[src/rtl/bmr_pkg.sv]
package bmr_pkg;
  typedef enum logic [1:0] {
    TR_IDLE   = 2'b00,
    TR_NONSEQ = 2'b10,
    TR_SEQ    = 2'b11
  } bus_tran_t;

  typedef enum logic [2:0] {
    RK_WAIT,
    RK_RETNEXT,
    RK_DONE,
    RK_ERROR,
    RK_RETRACT
  } rsp_kind_t;
endpackage

[src/rtl/bmr_rsp_classify.sv]
module bmr_rsp_classify
  import bmr_pkg::*;
(
  input  logic      rsp_wait,
  input  logic      rsp_last,
  input  logic      rsp_error,
  input  logic      retnext_pend,
  output rsp_kind_t kind
);
  always_comb begin
    if (retnext_pend && !rsp_wait)             kind = RK_RETRACT;
    else if (rsp_wait && rsp_last && rsp_error) kind = RK_RETNEXT;
    else if (rsp_wait)                          kind = RK_WAIT;
    else if (rsp_last && rsp_error)             kind = RK_RETRACT;
    else if (rsp_error)                         kind = RK_ERROR;
    else                                        kind = RK_DONE;
  end
endmodule

[src/rtl/bmr_addr_track.sv]
module bmr_addr_track #(
  parameter int ADDR_W = 32,
  parameter int LEN_W  = 4
) (
  input  logic              clk,
  input  logic              rst_n,
  input  logic              load,
  input  logic              advance,
  input  logic [ADDR_W-1:0] req_addr,
  input  logic              req_write,
  input  logic [1:0]        req_size,
  input  logic [LEN_W-1:0]  req_beats_m1,
  output logic [ADDR_W-1:0] addr_q,
  output logic              write_q,
  output logic [1:0]        size_q,
  output logic [LEN_W-1:0]  beat_q,
  output logic              is_final
);
  localparam logic [ADDR_W-1:0] ONE = {{(ADDR_W-1){1'b0}}, 1'b1};
  localparam logic [LEN_W-1:0]  BEAT_ONE = {{(LEN_W-1){1'b0}}, 1'b1};

  logic [ADDR_W-1:0] addr_d;
  logic              write_d;
  logic [1:0]        size_d;
  logic [LEN_W-1:0]  beat_d, len_q, len_d;

  always_comb begin
    addr_d  = addr_q;
    write_d = write_q;
    size_d  = size_q;
    beat_d  = beat_q;
    len_d   = len_q;
    if (load) begin
      addr_d  = req_addr;
      write_d = req_write;
      size_d  = req_size;
      beat_d  = '0;
      len_d   = req_beats_m1;
    end else if (advance) begin
      addr_d = addr_q + (ONE << size_q);
      beat_d = beat_q + BEAT_ONE;
    end
  end

  always_ff @(posedge clk or negedge rst_n) begin
    if (!rst_n) begin
      addr_q  <= '0;
      write_q <= 1'b0;
      size_q  <= 2'b00;
      beat_q  <= '0;
      len_q   <= '0;
    end else if (load || advance) begin
      addr_q  <= addr_d;
      write_q <= write_d;
      size_q  <= size_d;
      beat_q  <= beat_d;
      len_q   <= len_d;
    end
  end

  assign is_final = (beat_q == len_q);
endmodule

[src/rtl/bmr_ctrl.sv]
module bmr_ctrl
  import bmr_pkg::*;
#(
  parameter int LEN_W = 4
) (
  input  logic             clk,
  input  logic             rst_n,
  input  logic             req_valid,
  input  rsp_kind_t        kind,
  input  logic             is_final,
  input  logic [LEN_W-1:0] beat,
  output logic             busy,
  output logic             first,
  output logic             retnext_pend,
  output logic             load,
  output logic             advance,
  output logic             cmp_valid,
  output logic             cmp_error,
  output logic [LEN_W-1:0] cmp_beat
);
  typedef enum logic {ST_IDLE, ST_BUSY} st_t;

  st_t              st_q, st_d;
  logic             first_d, pend_d, cv_d, ce_d;
  logic [LEN_W-1:0] cb_d;

  always_comb begin
    st_d    = st_q;
    first_d = first;
    pend_d  = retnext_pend;
    cv_d    = 1'b0;
    ce_d    = cmp_error;
    cb_d    = cmp_beat;
    load    = 1'b0;
    advance = 1'b0;
    if (st_q == ST_IDLE) begin
      if (req_valid) begin
        load    = 1'b1;
        st_d    = ST_BUSY;
        first_d = 1'b1;
        pend_d  = 1'b0;
      end
    end else begin
      unique case (kind)
        RK_WAIT:    ;
        RK_RETNEXT: pend_d = 1'b1;
        RK_RETRACT: begin
          pend_d  = 1'b0;
          first_d = 1'b1;
        end
        RK_ERROR: begin
          st_d = ST_IDLE;
          cv_d = 1'b1;
          ce_d = 1'b1;
          cb_d = beat;
        end
        RK_DONE: begin
          if (is_final) begin
            st_d = ST_IDLE;
            cv_d = 1'b1;
            ce_d = 1'b0;
            cb_d = beat;
          end else begin
            advance = 1'b1;
            first_d = 1'b0;
          end
        end
        default: ;
      endcase
    end
  end

  always_ff @(posedge clk or negedge rst_n) begin
    if (!rst_n) begin
      st_q         <= ST_IDLE;
      first        <= 1'b0;
      retnext_pend <= 1'b0;
      cmp_valid    <= 1'b0;
      cmp_error    <= 1'b0;
      cmp_beat     <= '0;
    end else begin
      st_q         <= st_d;
      first        <= first_d;
      retnext_pend <= pend_d;
      cmp_valid    <= cv_d;
      cmp_error    <= ce_d;
      cmp_beat     <= cb_d;
    end
  end

  assign busy = (st_q == ST_BUSY);
endmodule

[src/rtl/bus_master_resp.sv]
module bus_master_resp
  import bmr_pkg::*;
#(
  parameter int ADDR_W = 32,
  parameter int LEN_W  = 4
) (
  input  logic              clk,
  input  logic              rst_n,
  input  logic              req_valid,
  input  logic [ADDR_W-1:0] req_addr,
  input  logic              req_write,
  input  logic [1:0]        req_size,
  input  logic [LEN_W-1:0]  req_beats_m1,
  output logic              req_ready,
  output logic [1:0]        bus_tran,
  output logic [ADDR_W-1:0] bus_addr,
  output logic              bus_write,
  output logic [1:0]        bus_size,
  input  logic              rsp_wait,
  input  logic              rsp_last,
  input  logic              rsp_error,
  output logic              cmp_valid,
  output logic              cmp_error,
  output logic [LEN_W-1:0]  cmp_beat
);
  rsp_kind_t        kind;
  logic             busy, first, pend, load, advance, is_final;
  logic [LEN_W-1:0] beat;

  bmr_rsp_classify u_cls (
    .rsp_wait     (rsp_wait),
    .rsp_last     (rsp_last),
    .rsp_error    (rsp_error),
    .retnext_pend (pend),
    .kind         (kind)
  );

  bmr_addr_track #(.ADDR_W(ADDR_W), .LEN_W(LEN_W)) u_trk (
    .clk          (clk),
    .rst_n        (rst_n),
    .load         (load),
    .advance      (advance),
    .req_addr     (req_addr),
    .req_write    (req_write),
    .req_size     (req_size),
    .req_beats_m1 (req_beats_m1),
    .addr_q       (bus_addr),
    .write_q      (bus_write),
    .size_q       (bus_size),
    .beat_q       (beat),
    .is_final     (is_final)
  );

  bmr_ctrl #(.LEN_W(LEN_W)) u_ctl (
    .clk          (clk),
    .rst_n        (rst_n),
    .req_valid    (req_valid),
    .kind         (kind),
    .is_final     (is_final),
    .beat         (beat),
    .busy         (busy),
    .first        (first),
    .retnext_pend (pend),
    .load         (load),
    .advance      (advance),
    .cmp_valid    (cmp_valid),
    .cmp_error    (cmp_error),
    .cmp_beat     (cmp_beat)
  );

  assign req_ready = !busy;
  assign bus_tran  = !busy ? TR_IDLE : (first ? TR_NONSEQ : TR_SEQ);
endmodule

[config.mk]
export PLATFORM = sky130hd
export DESIGN_NAME = bus_master_resp
export DESIGN_NICKNAME = d
export VERILOG_FILES = /design/src/rtl/bmr_pkg.sv /design/src/rtl/bmr_rsp_classify.sv /design/src/rtl/bmr_addr_track.sv /design/src/rtl/bmr_ctrl.sv /design/src/rtl/bus_master_resp.sv
export SDC_FILE = /design/constraint.sdc
export NUM_CORES = 1
export LEC_CHECK = 0
export BUFFER_PORTS_ARGS = -buffer_cell sky130_fd_sc_hd__buf_2
export CAP_MARGIN = 20
export CORE_ASPECT_RATIO = 1.75
export CORE_MARGIN = 4
export CORE_UTILIZATION = 56
export DETAILED_ROUTE_END_ITERATION = 8
export PLACE_DENSITY = 0.83
export SYNTH_ARGS = -nofsm -noshare
export SYNTH_HDL_FRONTEND = slang
export SYNTH_SLANG_ARGS = --single-unit
[constraint.sdc]
create_clock -name clk -period 5.8 [get_ports clk]
set_input_delay 0.29 -clock clk [delete_from_list [all_inputs] [get_ports clk]]
set_output_delay 0.29 -clock clk [all_outputs]
set_load 0.02 [all_outputs]
== Word-level counts from Yosys, hierarchy flattened ==
Index checks and enable logic that the tools add are counted.
Storage, ports and cells
  word-level logic and storage cells: 70
  input bits: 45
  register bits after elaboration: 52
  memories kept: 0
  latch bits: 0
  ROM bits: 0
  bits in writable memories: 0
  output and inout bits: 44
Cells by class
  bitwise operators: 0
  equal/unequal tests: 9
  muxes and demuxes: 32
  $lt $le $gt $ge: 0
  multipliers: 0
  shifts and indexed selects: 1
  div/mod/pow operators: 0
  reductions and logical operators: 15
  add/sub/neg operators: 2
Operators by type and width (count)
  $mux 32: 2
  $add 32x32->32: 1
  $shl 1x2->32 const A: 1
  $mux 1: 16
  $mux 3: 4
  $mux 4: 3
  $pmux 1 s2: 5
  $ne 3x3->1 const B: 3
  $pmux 4 s2: 1
  $eq 3x2->1 const B: 2
  $reduce_and 2->1: 3
  $reduce_and 3->1: 2
  $reduce_bool 2->1: 3
  $add 4x1->4 const B: 1
  $eq 4x4->1: 1
  $logic_and 1x1->1: 4
  $eq 3x1->1 const B: 1
  $eq 3x3->1 const B: 1
  $logic_not 1->1: 2
  $mux 2: 1
  $ne 2x2->1 const B: 1
  $logic_or 1x1->1: 1

== Longest topological paths before layout ==
Gate-level depths: netlist of the first run.
  depth in word-level cells: 10
  gate-level depth with buffers: 8
  gate-level depth less buffers: 8

== By module ==
Synthesis of the first run repeated with hierarchy kept, for this count alone.
Unflattened totals
  cells, all modules: 294
  area total of the unflattened synthesis: 2884.0 µm²
Modules (own cells, without submodules)
  bmr_addr_track: seq. area each 1076.0 µm², cells each 253, instances 1, area an instance 2436.1 µm²
  bmr_ctrl: seq. area each 225.2 µm², cells each 32, instances 1, area an instance 390.4 µm²
  bmr_rsp_classify: seq. area each 0.0 µm², cells each 6, instances 1, area an instance 32.5 µm²
  bus_master_resp: seq. area each 0.0 µm², cells each 3, instances 1, area an instance 25.0 µm²

== Least setup slack after synthesis of the first run ==
Ideal clock, no wire load.
  path kind: reg2reg
  from: register u_trk.size_q[1]
  to: register u_trk.addr_q[23]
  stages on the path, launching flop included: 8
  path slack: 3.552 ns
  path buffers: 0
  arrival time: 2.179 ns
  cell sequence: dfrtp_1 > and2_1 > ha_1 > o21ai_0 > o21bai_1 > nand4b_1 > or3_1 > nand3_1
On the way
  longest elaborated chain between the ends: 4
Ends and longest elaborated chain
  start, declared: RTL line bmr_addr_track.sv:15  | output logic [1:0] size_q,
  start signal, assigned: RTL line bmr_addr_track.sv:55  | size_q <= size_d;
  $shl 1x2->32: RTL line bmr_addr_track.sv:40  | addr_d = addr_q + (ONE << size_q);
  $add 32x32->32: RTL line bmr_addr_track.sv:40
  $mux 32: RTL line bmr_addr_track.sv:39  | end else if (advance) begin
  $mux 32: RTL line bmr_addr_track.sv:33  | if (load) begin
  end signal, assigned: RTL line bmr_addr_track.sv:53  | addr_q <= addr_d;
  end, declared: RTL line bmr_addr_track.sv:13  | output logic [ADDR_W-1:0] addr_q,
Every way passes these cells. The select of a mux whose other input is x is not followed.
A chain may end at the register's enable or synchronous reset.

== Worst setup path in the final report of the first run ==
  from: register u_ctl.st_q (netlist: u_ctl.busy)
  to: register u_trk.addr_q[26]
On the way
  longest elaborated chain between the ends: 3
  elaborated cells on any way between the ends: 6
  those cells by class: mux (3); reduce/logical (3)
Ends and longest elaborated chain
  start, declared: RTL line bmr_ctrl.sv:23  | st_t st_q, st_d;
  start signal, assigned: RTL line bmr_ctrl.sv:82  | st_q <= st_d;
  $mux 1: RTL line bmr_ctrl.sv:36  | if (st_q == ST_IDLE) begin
  $reduce_bool 2->1 (no source line) or $logic_or 1x1->1 (tied branches)
  $reduce_and 2->1 (no source line)
Several ways; a longest one is shown, not always the timed one.

==> results_dict.tcl, run 1 <==
set metrics [dict create \
    final_core_util_pct 70.31 \
    synth_cells 323 \
    design_area_um2 3530 \
    clk_path_buf_depth 2 \
    required_ps 6030 \
    synth_area_leaders "dfrtp_1 44%, nand2_1 7.3%, xor2_1 4.8%" \
    fin_tns_setup_ps 0 \
    clk_latency_ps 300 \
    p_per_area_nw_per_um2 512.7 \
    cts_hold_buf 0 \
    drt_pass1_iterations 4 \
    row_count 34 \
    gr-total-overflow 0 \
    grt_pass1_wl_um 12830 \
    yosysWarnings 0 \
    gr-usage-met1_pct 26.81 \
    cp-end-kind "flip-flop" \
    clock_sink_count 52 \
    die_h_um 103.8 \
    cts_made_buffers 5 \
    worstPathMaxFanout 31 \
    crit_path_start_kind "flip-flop" \
    vias 2771 \
    path_clk_slew_ps 90 \
    post_cts_resized 0 \
    cap_violations 0 \
    routabilityCongestion 0.8633 \
    totalWireLength_um 7492 \
    final_common_cell "buf_2" \
    nets 459 \
    p_total_uw 1810 \
    synthArstFlopShare_pct 100.0 \
    antenna_found_initial 0 \
    groute.layer.met3.usage_pct 4.334 \
    io_buffer_count 88 \
    drtIter0Drc 189 \
    drc 0 \
    ys_ff_latch 52 \
    ir_worst_vdd_uv 340.1 \
    cp.arrival_ps 3030 \
    hpwl_um 5569 \
    yosys_most_used_dff "dfrtp_1" \
    die_width_um 62.72 \
    cts_tree "done" \
    rsz0062_at_grt "false" \
    diodes 0 \
    p_leak_uw 0.001637 \
    syn_area_um2 2934 \
    mostFrequentLayoutCells "88 x buf_2, 57 x nand2_1, 52 x dfrtp_1, 22 x nand4_1, 20 x nor2_1" \
    grt_max_degree 53 \
    timing.final.crit_share_pct 48.22 \
    path_class "reg -> reg" \
    fmax_mhz 357.6 \
    drive_gt1_share_pct 26.54 \
    wire_per_inst_um 16.25 \
    synth_top_area_cell "dfrtp_1" \
    synth_edf_count 0 \
    synth.top_cell.area_share_pct 44.35 \
    htree_levels 2 \
    initial_utilization_pct 58.45 \
    min_period_ps 2797 \
    synth_nets 374 \
    grt_pass1_vias 2788 \
    viasPerCell 6.011 \
    slew_headroom_pct 36.24 \
    finClkSkew_ps 6.041 \
    grt_usage_pct 24.05 \
    worst_slew_pin_slew_ps 953.3 \
    detail-route-antenna-nets 0 \
    drv_slew 0 \
    yosysSeqAreaShare_pct 44.35 \
    setup_viol 0 \
    busiest_layer "met2" \
    io_pins 89 \
    post_dp_cell_area_um2 3403 \
    met2_usage_pct 44.00 \
    syn2layout_area_growth_pct 20.30 \
    hp-class "in -> async" \
    finalHoldViolations 0 \
    status "completed" \
    syn_avg_cell_area_um2 9.084 \
    fp.dieArea_um2 6507 \
    clockRootBuffer "clkbuf_8" \
    core-area_um2 5020 \
    yosys.cell_types.count 48 \
    cts_setup_buffers 0 \
]
-- final cells by class --
cell class	count	area, µm²
clock buffer	5	68.82
clock inverter	1	30.03
fill	407	1490
inverter	4	15.01
multi-input combinational	253	1556
sequential	52	1301
tap	54	67.56
timing repair buffer	92	490.5
-- flip-flops by register name, summed over array words and instances (netlist names), 2 cells and up --
| signal | count |
|---|---|
| u_trk.addr_q | 32 |
| u_trk.size_q | 2 |
| u_ctl.cmp_beat | 4 |
| u_trk.len_q | 4 |
| u_trk.beat_q | 4 |
-- logic make-up after synthesis --
family | after synthesis | synth area share (%)
and+or+nand+nor | 159 | 27.46
AOI/OAI and AO/OA | 53 | 11.30
DFF | 52 | 44.35
xor gates and xnor gates | 22 | 6.567
buffers and inverters | 18 | 2.857
muxes | 13 | 4.648
adders and majority gates | 6 | 2.815
-- synthesized netlist by cell type, types with 3 or more instances --
library cell and number:
o21ai_1 19, ha_1 5, clkbuf_1 8, nor2_1 20, mux2_2 5, o21ai_0 10
nor4_1 3, a31oi_1 5, nand3_1 18, and3_1 7, a21oi_1 5, inv_1 4
nor3_1 5, nor2b_1 4, mux2i_1 8, nand4_1 22, nand2_1 57, and2_1 6
or3_1 5, xor2_1 16, dfrtp_1 52, xnor2_1 6
-- metal layers --
layer,routed length [µm],vias to the layer above
met5,0,-
met4,185,0
met3,419,15
met2,4019,109
met1,2868,1322
li1,-,1325
-- where the power goes --
| group | internal [µW] | leakage (µW) | switching (µW) | total [µW] |
|---|---|---|---|---|
| clock network | 124 | 0.0000501 | 113 | 237 |
| registers | 514 | 0.000622 | 187 | 701 |
| logic | 329 | 0.000965 | 543 | 872 |
| total | 966 | 0.00164 | 843 | 1810 |
-- worst paths after layout --
| path | from | slack [ps] | depth (start not counted) | endpoint |
|---|---|---|---|---|
| hold reg to reg | u_trk.write_q | 500 | 2 | u_trk.write_q |
| min in group clk | req_write | 170 | 3 | u_trk.write_q |
| setup reg to reg | u_ctl.busy | 3000 | 5 | u_trk.addr_q[26] |
| hold / removal | rst_n | 90 | 2 | u_trk.write_q |
| max in group asynchronous | rst_n | 5260 | 2 | u_trk.addr_q[19] |
| setup / recovery | u_ctl.busy | 3000 | 5 | u_trk.addr_q[26] |
-- critical path, cell delays in order, from the launching register on --
cell,delay [ps]
dfrtp_1,490
or4b_4,530
a41oi_4,770
nand4_1,360
or3_1,400
a31oi_1,160
-- stage by stage --
| step | worst slack [ps] | hold slack [ps] | cells |
|---|---|---|---|
| 2_1_floorplan | 3552 | -5.591 | 323 |
| 3_3_place_gp | 3107 | 445.9 | 454 |
| 3_5_place_dp | 3027 | 441.4 | 454 |
| 4_1_cts | 2991 | 110.5 | 460 |
| 5_1_grt | 2750 | 151.0 | 461 |
| 6_report | 3003 | 85.22 | 461 |
(Power assumes the default switching activity.)
==> run 2, diff against run 1 <==
ABC_AREA = 1   (was unset)
CORE_UTILIZATION = 54   (was 56)
PLACE_DENSITY = 0.78   (was 0.83)
clock period = 2.7 ns   (was 5.8 ns; I/O delays follow)
==> run 2 against run 1 <==
Wire length up 29%; first-iteration DRC count up 12%; clock power rose to 3.1 times the previous value; core utilization down 3.7 points; area after synthesis up 21%; global-route usage up 0.94 points; hold slack worse by 79 ps; cell count up 57%; largest cell class unchanged; highest routed layer unchanged.
==> results_dict.tcl, run 2 <==
set metrics [dict create \
    hpwl_um 7345 \
    drv_slew 0 \
    cts_made_buffers 5 \
    p_total_uw 4753 \
    drc 0 \
    synthArstFlopShare_pct 100.0 \
    clockRootBuffer "clkbuf_8" \
    totalWireLength_um 9669 \
    finClkSkew_ps 5.556 \
    ys_ff_latch 52 \
    yosysWarnings 0 \
    drive_gt1_share_pct 17.08 \
    multiInputGateArea_um2 1998 \
    cpMaxStageDelayCell "fa_1" \
    synth_top_area_cell "dfrtp_1" \
    groute.layer.met3.usage_pct 4.167 \
    synth.top_cell.area_share_pct 36.50 \
    finalHoldViolations 0 \
    clock_sink_count 52 \
    die_width_um 69.42 \
    final_common_cell "nand2_1" \
    setup_viol 0 \
    synth_edf_count 0 \
    path_clk_slew_ps 100 \
    die_h_um 115.5 \
    routabilityCongestion 0.9134 \
    r2r_start "u_trk.size_q[1]" \
    fin_tns_setup_ps 0 \
    synth_nets 611 \
    initial_utilization_pct 56.37 \
    cp.arrival_ps 2390 \
    synth_compound_area_share_pct 5.405 \
    status "completed" \
    wire_per_inst_um 13.35 \
    synthSimpleGateAreaFrac_pct 46.12 \
    preCtsSetupSlack_ps 584.1 \
    gr-usage-met1_pct 27.52 \
    cpPeakStageDelay_ps 430 \
    largest_reg_flops 32 \
    crit_path_start_kind "flip-flop" \
    io_buffer_count 88 \
    timing.final.crit_share_pct 79.37 \
    antenna_found_initial 0 \
    synth_cells 560 \
    drtIter0Drc 211 \
    cap_violations 0 \
    synthTopCellsByCount "222 x nand2_1, 103 x nor2_1, 52 x dfrtp_1" \
    fmax_mhz 466.6 \
    p_per_area_nw_per_um2 1129 \
    cp-end-kind "flip-flop" \
    rsz0062_at_grt "false" \
    grt_usage_pct 24.99 \
    yosysSeqAreaShare_pct 36.50 \
    cts_tree "done" \
    synth_top_family_by_area "simple AND/OR/NAND/NOR gates" \
    row_count 38 \
    grt_pass1_wl_um 16370 \
    yosys_most_used_dff "dfrtp_1" \
    met2_usage_pct 46.43 \
    min_path_cells 3 \
    cpMostUsedCell "nand2_1" \
    p_leak_uw 0.002267 \
    nets 694 \
    cp-startpoint "u_trk.size_q[1]" \
    grt_pass1_vias 3687 \
    io_pins 89 \
    path_class "reg -> reg" \
    htree_levels 2 \
    drt_pass1_iterations 4 \
    worst_slew_pin_slew_ps 789.3 \
    viasPerCell 5.135 \
    syn_area_um2 3565 \
    synthXorXnorAreaFrac_pct 2.211 \
    detail-route-antenna-nets 0 \
    gr-total-overflow 0 \
    synth.most_common_cell "nand2_1" \
    regArea_um2 1301 \
    grt_max_degree 48 \
    min_period_ps 2143 \
    fillers 613 \
    yosys.cell_types.count 29 \
    worstPathMaxFanout 6 \
    syn_avg_cell_area_um2 6.365 \
    clk_path_buf_depth 2 \
    fp.dieArea_um2 8016 \
    syn2layout_area_growth_pct 18.11 \
    synthMuxAreaShare_pct 0 \
    worst_slack_ps 557.0 \
    path_cells "nor2_1 -> ha_1 -> fa_1 -> nand3_1 -> nand3_1 -> nand2_1 -> inv_1 -> nand2_1 -> nand2_1 -> nand2_1 -> nor2_1 -> a21oi_1" \
    vias 3718 \
    diodes 0 \
    hp-class "in -> reg" \
    core-area_um2 6324 \
    reg2reg_depth 12 \
    synth_fa_ha_area_share_pct 2.317 \
    min_from "req_write" \
    top_register "u_trk.addr_q" \
    required_ps 2950 \
    ir_worst_vdd_uv 558.5 \
    busiest_layer "met2" \
    mostFrequentLayoutCells "222 x nand2_1, 103 x nor2_1, 88 x buf_2, 52 x dfrtp_1, 46 x nand3_1" \
    slew_headroom_pct 47.30 \
    clk_latency_ps 320 \
    synth_area_leaders "dfrtp_1 37%, nand2_1 23%, nor2_1 11%" \
]
-- run 2: cell type report --
class / instances / share of cell area, %
clock buffers: 5 / 1.634
clock inverters: 3 / 2.140
inverters: 45 / 4.012
multi-input cells: 446 / 47.46
flip-flops and latches: 52 / 30.91
well taps: 80 / 2.377
repair buffers: 93 / 11.47
-- run 2: power by group --
| part | internal (µW) | switching [µW] |
|---|---|---|
| registers | 1130 | 464 |
| clock network | 463 | 277 |
| logic | 861 | 1560 |
-- run 2: worst max-delay path: cells and delay by family (launching register included) --
family / cells / cell delay (ps)
adders and majority gates: 2 / 650
buffers and inverters: 1 / 90
DFF: 1 / 410
AOI/OAI and AO/OA: 1 / 140
and+or+nand+nor: 8 / 780
-- run 2: layer usage --
layer  share of wire [%]  vias to the layer above
met4                 3.7                        0
met1                  39                     1694
met5                   0                        -
li1                    -                     1908
met2                  53                       94
met3                 4.8                       22
-- run 2: final timing paths --
path	slack (ps)	endpoint
worst max-delay path	560	u_trk.addr_q[6]
worst min-delay path	6	u_trk.write_q
worst max register to register	560	u_trk.addr_q[6]
worst min register to register	490	u_trk.write_q
max in group asynchronous	1530	u_ctl.first
min in group asynchronous	370	u_trk.write_q
-- run 2: metrics by stage --
step / instance area [µm²] / hold slack [ps] / util, % / instances
2_1_floorplan: 3565 / -160.6 / - / 560
3_3_place_gp: 4031 / 165.7 / 63.75 / 714
3_5_place_dp: 4031 / 181.6 / 63.75 / 714
4_1_cts: 4210 / 2.632 / 66.58 / 724
5_1_grt: 4210 / 22.58 / 66.58 / 724
6_report: 4210 / 6.334 / 66.58 / 724
-- run 2: logic make-up (layout without fill, tap and decap cells) --
kind of cell | Yosys count | after routing
adders and majority gates | 6 | 6
and+or+nand+nor | 396 | 396
xor gates and xnor gates | 9 | 9
AOI/OAI and AO/OA | 35 | 35
buffers and inverters | 62 | 146
DFF | 52 | 52
-- run 2: timing repair --
item / in CTS / in global routing
buffers inserted: 0 / 0
resized for setup: 0 / 0
hold endpoints to repair: 24 / 0
hold buffers: 2 / 0
==> run 3, diff against run 2 <==
clock period = 2 ns   (was 2.7 ns; I/O delays follow)
==> run 3 against run 2 <==
First-iteration DRC count shrank 11%; critical path depth unchanged; count of clock-buffer cells in the layout stayed put; total power is 33% higher; sequential share of layout area is 0.83 points lower; global-route usage fell by 0.60 points; critical path type unchanged; largest cell class unchanged; highest routed layer unchanged.
==> results_dict.tcl, run 3 (same netlist as run 2, synthesis figures left out) <==
set metrics [dict create \
    grt_pass1_wl_um 15970 \
    cp.arrival_ps 2140 \
    cts_made_buffers 5 \
    stdcell_count 739 \
    finalHoldViolations 0 \
    cts_setup_buffers 0 \
    htree_levels 2 \
    ir_worst_vdd_uv 679.8 \
    gr-total-overflow 0 \
    required_ps 2220 \
    min_from "req_addr[5]" \
    io_pins 89 \
    regArea_um2 1303 \
    final_common_cell "nand2_1" \
    r2r_start "u_trk.size_q[0]" \
    design_area_um2 4330 \
    die_h_um 115.5 \
    p_per_area_nw_per_um2 1457 \
    post_dp_cell_area_um2 4100 \
    path_class "reg -> reg" \
    row_count 38 \
    grt_pass1_vias 3588 \
    worstHoldEndpoint "u_trk.addr_q[5]" \
    min_path_cells 3 \
    fmax_mhz 521.9 \
    drt_pass1_iterations 5 \
    p_total_uw 6311 \
    cts_tree "done" \
    initial_utilization_pct 56.37 \
    reg2reg_depth 12 \
    r2r-end "u_trk.addr_q[18]" \
    finClkSkew_ps 16.07 \
    crit_path_start_kind "flip-flop" \
    clk_latency_ps 330 \
    viasPerCell 5.240 \
    fp.dieArea_um2 8016 \
    detail-route-antenna-nets 0 \
    path_clk_slew_ps 110 \
    grt_max_degree 31 \
    largest_reg_flops 32 \
    grt_usage_pct 24.39 \
    mostFrequentLayoutCells "218 x nand2_1, 100 x nor2_1, 88 x buf_2, 51 x dfrtp_1, 44 x nand3_1" \
    nets 709 \
    top_register "u_trk.addr_q" \
    hp-class "in -> reg" \
    totalWireLength_um 9693 \
    fillers 591 \
    dp.cells 723 \
    vias 3872 \
    slew_headroom_pct 65.06 \
    io_buffer_count 88 \
    core-area_um2 6324 \
    cp-startpoint "u_trk.size_q[0]" \
    status "completed" \
    clockRootBuffer "clkbuf_8" \
    timing.final.crit_share_pct 95.81 \
    p_leak_uw 0.002308 \
    drtIter0Drc 187 \
    die_width_um 69.42 \
    routabilityCongestion 0.9240 \
    multiInputGateArea_um2 2051 \
    clock_sink_count 52 \
    syn2layout_area_growth_pct 21.48 \
    drc 0 \
    setup_viol 0 \
    min_period_ps 1916 \
    drv_slew 0 \
    diodes 0 \
    wire_per_inst_um 13.12 \
    hpwl_um 7459 \
    worst_slew_pin_slew_ps 523.6 \
    clk_path_buf_depth 2 \
    worstPathMaxFanout 5 \
    hold_slack_ps 20.33 \
    cap_violations 0 \
    drive_gt1_share_pct 20.03 \
    cp-end-kind "flip-flop" \
    antenna_found_initial 0 \
    worst-r2r-setup-slack_ps 80 \
]
-- run 3: cell count changes in the layout (fill, tap and decap cells not counted), moves of 2 or more --
cell,change
nand2_1,-4
nor2_1,-3
ha_1,-2
buf_4,+8
nor2_2,+3
inv_6,+2
nand2_2,+4
bufinv_16,-3
nand3_1,-2
dlygate4sd3_1,+6
-- run 3: cell type report --
class	instances	share of cell area, %
clock inverters	3	0.5779
inverters	45	3.901
repair buffers	108	14.19
multi-input cells	446	47.36
well taps	80	2.311
flip-flops and latches	52	30.08
clock buffers	5	1.589
-- run 3: routing by layer --
metal / share of wire, % / track usage (%) / vias to the layer above
li1: - / - / 1941
met1: 39 / 27.33 / 1786
met2: 53 / 45.66 / 119
met3: 4.4 / 3.299 / 26
met4: 3.0 / 10.82 / 0
met5: 0 / 0 / -
-- run 3: critical path, cell delays in order (launching register included) --
cell and delay, ps:
dfrtp_2 440, nor2_1 140, ha_2 210, fa_2 230, nand3_2 110, nand3_4 110, nand3_1 110, nor2_1 160
nand2_1 70, nand2_1 70, inv_1 40, nor2_1 80, nor2_1 50
-- run 3: what timing repair did --
action | CTS | global route
hold buffers | 8 | 0
endpoints found under the setup margin | 11 | 26
hold endpoints to repair | 27 | 0
resized for setup | 1 | 13
-- run 3: power breakdown --
group	switching [µW]	internal [µW]
combinational	2160	1320
sequential	642	1530
clock	404	256
total	3210	3100
-- run 3: worst max-delay path by stage --
stage	to	slack, ps	cells past startpoint
2_1_floorplan	u_trk.addr_q[14]	10	11
5_1_grt	u_trk.addr_q[28]	-40	13
3_5_place_dp	u_trk.addr_q[14]	-60	11
6_report	u_trk.addr_q[18]	80	12
3_3_place_gp	u_trk.addr_q[14]	40	11
4_1_cts	u_trk.addr_q[14]	20	11
-- run 3: stage by stage --
| stage | setup WS (ps) | setup TNS (ps) | utilization [%] |
|---|---|---|---|
| after floorplan | 10.31 | 0 | - |
| after global placement | 36.95 | 0 | 64.84 |
| after detailed placement | -56.27 | -274.8 | 64.84 |
| after CTS | 21.04 | 0 | 67.67 |
| after global routing | -44.00 | -138.7 | 68.48 |
| final | 83.88 | 0 | 68.48 |
